**config.mk**
```make
export PLATFORM = sky130hd
export DESIGN_NAME = usb_ep0_setup_tracker
export DESIGN_NICKNAME = d
export VERILOG_FILES = /design/src/rtl/usb_ep0_setup_tracker.sv
export SDC_FILE = /design/constraint.sdc
export NUM_CORES = 1
export LEC_CHECK = 0
export BUFFER_PORTS_ARGS = -buffer_cell sky130_fd_sc_hd__clkbuf_2
export CORE_MARGIN = 3
export CORE_UTILIZATION = 35
export DETAILED_ROUTE_END_ITERATION = 8
export PLACE_DENSITY_LB_ADDON = 0.15
export SYNTH_ARGS = -nofsm -noshare
export SYNTH_HDL_FRONTEND = slang
export SYNTH_SLANG_ARGS = --single-unit
```
**constraint.sdc**
```tcl
create_clock -name clk -period 1.8 [get_ports clk]
set_input_delay 0.09 -clock clk [delete_from_list [all_inputs] [get_ports clk]]
set_output_delay 0.09 -clock clk [all_outputs]
set_load 0.05 [all_outputs]
```
**src/rtl/usb_ep0_setup_tracker.sv**
```systemverilog
module usb_ep0_setup_tracker #(
  parameter int CNT_W      = 2,
  parameter int CNT_RELOAD = 3,
  parameter int OCC_W      = 6,
  parameter logic [3:0] STS_SETUP = 4'h6,
  parameter logic [3:0] STS_DONE  = 4'h4
) (
  input  logic             clk,
  input  logic             rst_n,
  input  logic             bus_reset,
  input  logic             setup_valid,
  input  logic [63:0]      setup_data,
  input  logic             in_tok,
  input  logic             host_ack,
  input  logic             rd_pop,
  input  logic [3:0]       rd_sts,
  input  logic             sw_out_ena,
  input  logic             sw_clr_nak,
  input  logic             sw_cnt_reload,
  input  logic [1:0]       sw_irq_clr,
  output logic             hs_ack,
  output logic             hs_nak,
  output logic             tx_zlp,
  output logic             fifo_wr_en,
  output logic [3:0]       fifo_wr_sts,
  output logic [31:0]      fifo_wr_data,
  output logic [CNT_W-1:0] b2b_cnt,
  output logic             b2b_ovf,
  output logic             out_ena,
  output logic             irq_rxflvl,
  output logic             irq_setup_done,
  output logic             irq_xfer_done
);

  localparam logic [CNT_W-1:0] RELOAD_V = CNT_W'(CNT_RELOAD);

  typedef enum logic [2:0] {S_IDLE, S_SETUP, S_WAITPOP, S_STATUS, S_ZLP} phase_t;

  phase_t      state;
  logic        in_nak;
  logic        word1_pend;
  logic [31:0] hi_q;
  logic [OCC_W-1:0] occ;

  wire take_setup = setup_valid && out_ena;
  wire marker_pop = rd_pop && (rd_sts == STS_DONE);

  assign irq_rxflvl = (occ != '0);

  always_ff @(posedge clk or negedge rst_n) begin
    if (!rst_n) begin
      state          <= S_IDLE;
      in_nak         <= 1'b1;
      word1_pend     <= 1'b0;
      hi_q           <= '0;
      hs_ack         <= 1'b0;
      hs_nak         <= 1'b0;
      tx_zlp         <= 1'b0;
      fifo_wr_en     <= 1'b0;
      fifo_wr_sts    <= '0;
      fifo_wr_data   <= '0;
      b2b_cnt        <= '0;
      b2b_ovf        <= 1'b0;
      out_ena        <= 1'b0;
      irq_setup_done <= 1'b0;
      irq_xfer_done  <= 1'b0;
    end else begin
      hs_ack     <= 1'b0;
      hs_nak     <= 1'b0;
      tx_zlp     <= 1'b0;
      fifo_wr_en <= 1'b0;
      if (bus_reset) begin
        state          <= S_IDLE;
        in_nak         <= 1'b1;
        word1_pend     <= 1'b0;
        b2b_cnt        <= '0;
        b2b_ovf        <= 1'b0;
        out_ena        <= 1'b0;
        irq_setup_done <= 1'b0;
        irq_xfer_done  <= 1'b0;
      end else begin
        if (sw_out_ena)    out_ena <= 1'b1;
        if (sw_clr_nak)    in_nak  <= 1'b0;
        if (sw_cnt_reload) b2b_cnt <= RELOAD_V;
        if (sw_irq_clr[0]) irq_setup_done <= 1'b0;
        if (sw_irq_clr[1]) irq_xfer_done  <= 1'b0;

        if (word1_pend) begin
          fifo_wr_en   <= 1'b1;
          fifo_wr_sts  <= STS_SETUP;
          fifo_wr_data <= hi_q;
          word1_pend   <= 1'b0;
        end

        if (take_setup) begin
          hs_ack       <= 1'b1;
          fifo_wr_en   <= 1'b1;
          fifo_wr_sts  <= STS_SETUP;
          fifo_wr_data <= setup_data[31:0];
          hi_q         <= setup_data[63:32];
          word1_pend   <= 1'b1;
          in_nak       <= 1'b1;
          state        <= S_SETUP;
          if (b2b_cnt != '0) b2b_cnt <= b2b_cnt - 1'b1;
          else               b2b_ovf <= 1'b1;
        end else if (in_tok) begin
          case (state)
            S_SETUP: begin
              hs_nak       <= 1'b1;
              fifo_wr_en   <= 1'b1;
              fifo_wr_sts  <= STS_DONE;
              fifo_wr_data <= '0;
              state        <= S_WAITPOP;
            end
            S_STATUS: begin
              if (in_nak) hs_nak <= 1'b1;
              else begin
                tx_zlp <= 1'b1;
                state  <= S_ZLP;
              end
            end
            S_ZLP:   tx_zlp <= 1'b1;
            default: hs_nak <= 1'b1;
          endcase
        end else if (host_ack && state == S_ZLP) begin
          irq_xfer_done <= 1'b1;
          out_ena       <= 1'b0;
          state         <= S_IDLE;
        end

        if (marker_pop && state == S_WAITPOP) begin
          irq_setup_done <= 1'b1;
          state          <= S_STATUS;
        end
      end
    end
  end

  always_ff @(posedge clk or negedge rst_n) begin
    if (!rst_n) occ <= '0;
    else        occ <= occ + OCC_W'(fifo_wr_en) - OCC_W'(rd_pop);
  end

  p_setup_acked_r1: assert property (@(posedge clk) disable iff (!rst_n)
    take_setup && !bus_reset |=> hs_ack && fifo_wr_en && fifo_wr_sts == STS_SETUP);

  p_second_word_r1: assert property (@(posedge clk) disable iff (!rst_n)
    hs_ack && !bus_reset |=> fifo_wr_en && fifo_wr_sts == STS_SETUP);

  p_disabled_ignored_r2: assert property (@(posedge clk) disable iff (!rst_n)
    setup_valid && !out_ena && !bus_reset |=> !hs_ack);

  p_ovf_sticky_r4: assert property (@(posedge clk) disable iff (!rst_n)
    b2b_ovf && !bus_reset |=> b2b_ovf);

  p_marker_with_nak_r5: assert property (@(posedge clk) disable iff (!rst_n)
    fifo_wr_en && fifo_wr_sts == STS_DONE |-> hs_nak);

  p_done_after_pop_r6: assert property (@(posedge clk) disable iff (!rst_n)
    $rose(irq_setup_done) |-> $past(rd_pop) && $past(rd_sts) == STS_DONE);

  p_nak_held_r7: assert property (@(posedge clk) disable iff (!rst_n)
    in_tok && in_nak && state == S_STATUS && !setup_valid && !bus_reset |=> hs_nak && !tx_zlp);

  p_ena_selfclear_r7: assert property (@(posedge clk) disable iff (!rst_n)
    $rose(irq_xfer_done) |-> !out_ena);

  p_rxflvl_r8: assert property (@(posedge clk) disable iff (!rst_n)
    fifo_wr_en && !rd_pop |=> irq_rxflvl);

  p_bus_reset_r9: assert property (@(posedge clk) disable iff (!rst_n)
    bus_reset |=> b2b_cnt == '0 && !b2b_ovf && !out_ena && !irq_setup_done && !irq_xfer_done);

  p_event_spacing_r1: assert property (@(posedge clk) disable iff (!rst_n)
    word1_pend |-> !take_setup && !in_tok);

endmodule

```
After elaboration in Yosys (flattened, before gate mapping)
Index checks and enable logic that the tools add are counted.

word-level totals
  input bits = 80
  word-level logic and storage cells = 95
  register bits after elaboration = 88
  output and inout port bits = 47

cells by class
  multiplexer cells = 55
  bitwise gates (word level) = 1
  $add $sub $neg = 3
  equal/unequal tests = 8
  reduce and logical (&&, ||, !) cells = 13

operator list
  operator                                                             count
  32-bit 2-to-1 mux                                                    4
  1-bit 2-to-1 mux                                                     34
  3-bit 2-to-1 mux                                                     6
  4-bit 2-to-1 mux                                                     4
  2-bit 2-to-1 mux                                                     4
  6-bit by 1-bit adder with 6-bit output                               1
  3-bit by 2-bit == test with 1-bit output (second input constant)     2
  6-bit by 2-bit != test with 1-bit output (second input constant)     1
  6-bit != test (second input constant)                                1
  3-bit case mux with 2 select lines                                   1
  3-bit nonzero test                                                   2
  6-bit nonzero test                                                   1
  6-bit by 1-bit subtractor with 6-bit output                          1
  5-bit nonzero test                                                   1
  4-bit by 3-bit == test with 1-bit output (second input constant)     1
  1-bit logical AND                                                    4
  1-bit case mux with 2 select lines                                   2
  2-bit AND reduction                                                  2
  2-bit nonzero test                                                   2
  3-bit by 1-bit == test with 1-bit output (second input constant)     1
  3-bit == test (second input constant)                                1
  3-bit AND reduction                                                  1
  2-bit != test (second input constant)                                1
  2-bit by 1-bit subtractor with 2-bit output (second input constant)  1
  1-bit inverter                                                       1

Logic depth before layout (Yosys ltp)
  word-level depth = 7
  depth in mapped cells = 10
  mapped depth without buffers = 10

Least setup slack after synthesis
OpenSTA, ideal clock, no wires.

  path kind = flip-flop to flip-flop
  from = register occ[0]
  to = register occ[5]
  data arrival time = 1.689 ns
  stages on the path, launching flop included = 9
  data required time = 1.721 ns
  period minus slack after synthesis = 1.769 ns
  library setup time = 0.079 ns
  path slack = 0.031 ns
  buffers on the path = 0
  cell sequence = dfrtp_1 inv_1 ha_1 inv_1 ha_1 a21o_1 a311o_1 a21oi_1 xor2_1

between the ends
  word-level cells in the longest chain between the ends = 2

RTL lines
  what                                         RTL line  source
  from (decl)                                  43        logic [OCC_W-1:0] occ;
  from (signal assigned)                       141       else occ <= occ + OCC_W'(fifo_wr_en) - OCC_W'(rd_pop);
  6-bit by 1-bit adder with 6-bit output       141
  6-bit by 1-bit subtractor with 6-bit output  141

No other way between the ends.
A chain may end at the register's enable or synchronous reset.

Worst setup path in the final report
Ends and elaborated chain as after synthesis.

==> impl_metrics.tcl <==
set metrics [dict create \
    outcome "complete, no violations" \
    cpPeakStageDelay_ns 0.38 \
    synth_top_cell_by_area "dfrtp_1" \
    hold_violations 0 \
    final_nets 608 \
    dpl-instance-area_um2 4718 \
    power_w 0.006455 \
    wirelength_um 9737 \
    leakage_nw 2.689 \
    clock_skew_ns 0.01263 \
    port_buffers 126 \
    synth_cell_types 42 \
    cp_max_fo 2 \
    grt_pass1_vias 3416 \
    crit_path_top_delay_cell "dfrtp_1" \
    r2r_start "occ[0]" \
    core_um2 10600 \
    dp_slack_ns -0.05578 \
    drive_gt1_share_pct 39.50 \
    max_cap_violations 0 \
    synth-adder-area-share_pct 3.078 \
    synth_edf_count 0 \
    startpoint_type "flop" \
    path_class "reg -> reg" \
    gp_congestion 0.7443 \
    irDropWorstVdd_uv 563.2 \
    cts_tree "yes" \
    synth_simple_gate_area_share_pct 5.867 \
    rr_worst_depth 8 \
    die-height_um 111.6 \
    period_minus_slack_ns 1.709 \
    netlist_area_um2 3902 \
    area_growth_pct 44.98 \
    synthMuxAreaShare_pct 9.811 \
    route.vias.total 3082 \
    synthCells 316 \
    setup_ws_ns 0.09051 \
    grt_pass1_wl_um 16700 \
    yosysMostFrequentCell "dfrtp_1" \
    dieArea_um2 12450 \
    dr.pass1.iters 4 \
    ys_seq_area_share_pct 56.46 \
    htreeDepth 3 \
    ioPinCount 127 \
    path_cells "inv_2 -> ha_4 -> inv_1 -> ha_1 -> a21o_1 -> a311o_1 -> a21oi_2 -> xor2_1" \
    whs_ns 0.01219 \
    ys.warnings.count 0 \
    utilization_pct 53.37 \
    crit_end "occ[5]" \
    drc 0 \
    rrSetupSlack_ns 0.09 \
    ant_nets 0 \
    die_x_um 111.6 \
    dpl.hpwl_um 6614 \
    clkSinkCount 88 \
    start_util_pct 36.81 \
    row_count 37 \
    wl_per_cell_um 14.75 \
    fin_area_um2 5658 \
    timing.rr.end "occ[5]" \
    clockBufferDepth 2 \
    first_iter_violations 105 \
    period_share_pct 94.97 \
    syn_avg_cell_area_um2 12.35 \
    diodes 0 \
    synth_xor_area_share_pct 1.122 \
    critical_path_arrival_ns 1.98 \
    setup_viol 0 \
    clockRootBuffer "clkbuf_8" \
    final_max_slew_viol_count 0 \
    clk_latency_ns 0.35 \
    ys_async_sr_fraction_pct 100.0 \
    grt_overflow 0 \
    via_per_inst 4.670 \
    clk_pin_slew_worst_paths_ns 0.09 \
    startpoint "occ[0]" \
    synth_flop_cell "dfrtp_1" \
    worst_pin_slew_ns 0.3640 \
    grtUsageTotal_pct 16.43 \
    yosys.area.top_type_share_pct 55.79 \
    synth_nets 405 \
    grt_max_degree 48 \
    cp-end-kind "flop" \
    maxSlewHeadroom_pct 75.73 \
    hold_path_class "in -> reg" \
    yosys_register_bits 88 \
    worstPathRequired_ns 2.07 \
    synth-compound-area-share_pct 16.03 \
    antenna_found_initial 0 \
    synth_area_leaders "dfrtp_1, a22oi_2, mux2_1" \
    synth_top_family_by_area "compound AO/OA/AOI/OAI gates" \
    synth_common_cells "dfrtp_1, inv_1, a22oi_2, o21ai_1, mux2_1" \
    cts_buffers 9 \
    p_per_area_nw_per_um2 1141 \
    fmax_mhz 585.0 \
]
## worst max-delay path: cells and delay by family (launching register included)
kind,cells,cell delay [ns]
flops,1,0.38
compound gates,3,0.60
xor+xnor,1,0.14
buf+inv,2,0.12
fa+ha+maj,2,0.39
## repair_timing
action                                  CTS  global route
hold buffers                             66             0
endpoints found under the hold margin   127             0
pin swaps                                 7             3
endpoints found under the setup margin    2             2
setup buffers                             2             1
resized for setup                         9             2
## metrics by stage
stage | std cells | TNS (ns)
2_1_floorplan | 316 | 0
3_3_place_gp | 575 | 0
3_5_place_dp | 575 | -0.05776
4_1_cts | 659 | 0
5_1_grt | 660 | -0.01022
6_report | 660 | 0
## how the worst min path moves through the flow
stage                    from               end  slack [ns]  cells after the start
6_report       setup_data[22]  fifo_wr_data[22]        0.01                      3
5_1_grt         setup_data[7]   fifo_wr_data[7]        0.01                      3
4_1_cts         setup_data[7]   fifo_wr_data[7]      0.0006                      3
3_5_place_dp            rst_n        fifo_wr_en        0.02                      1
3_3_place_gp            rst_n    fifo_wr_sts[2]        0.02                      1
2_1_floorplan           rst_n        b2b_cnt[0]       -0.21                      0
## per-layer routing
layer  share of wire [%]  vias to the layer above  track usage, %
li1                    -                     1494               -
met1                  44                     1469           20.31
met2                  49                       98           27.50
met3                 5.5                       21           4.728
met4                 2.4                        0           5.921
met5                   0                        -               0
## registers in the layout (all words and copies together), names as in the netlist, 2 cells and up
register / flops
fifo_wr_sts: 4
occ: 6
fifo_wr_data: 32
b2b_cnt: 2
hi_q: 32
state: 3
## where the power goes
| group | switching (W) | internal [W] |
|---|---|---|
| registers | 0.000263 | 0.00242 |
| logic | 0.00139 | 0.000870 |
| clock network | 0.000690 | 0.000827 |
## cell families (layout without fill, tap and decap cells)
group,count (synthesis),in the layout
multiplexers,34,34
flip-flops,88,88
adder cells (fa/ha/maj),9,9
buffers and inverters,60,268
AND/OR/NAND/NOR,37,37
AO/OA/AOI/OAI,83,83
XOR/XNOR,5,5
## cell type report
cell class / count / area [um^2]
clock buffers: 12 / 145.1
multi-input cells: 168 / 1446
repair buffers: 207 / 1444
fillers: 942 / 4943
clock inverters: 4 / 77.57
inverters: 45 / 171.4
well taps: 136 / 170.2
flip-flops and latches: 88 / 2203
## layout by cell type (no fill, tap or decap), drive strengths merged, types with 8 or more instances in the layout
master	Yosys	layout
clkbuf	1	137
dfrtp	87	87
dlygate4sd3	0	66
inv	45	45
mux2	34	34
o21ai	33	33
a22oi	32	32
buf	14	16
nor2	12	12
a21oi	10	10
ha	8	8
(Power assumes the default switching activity.)
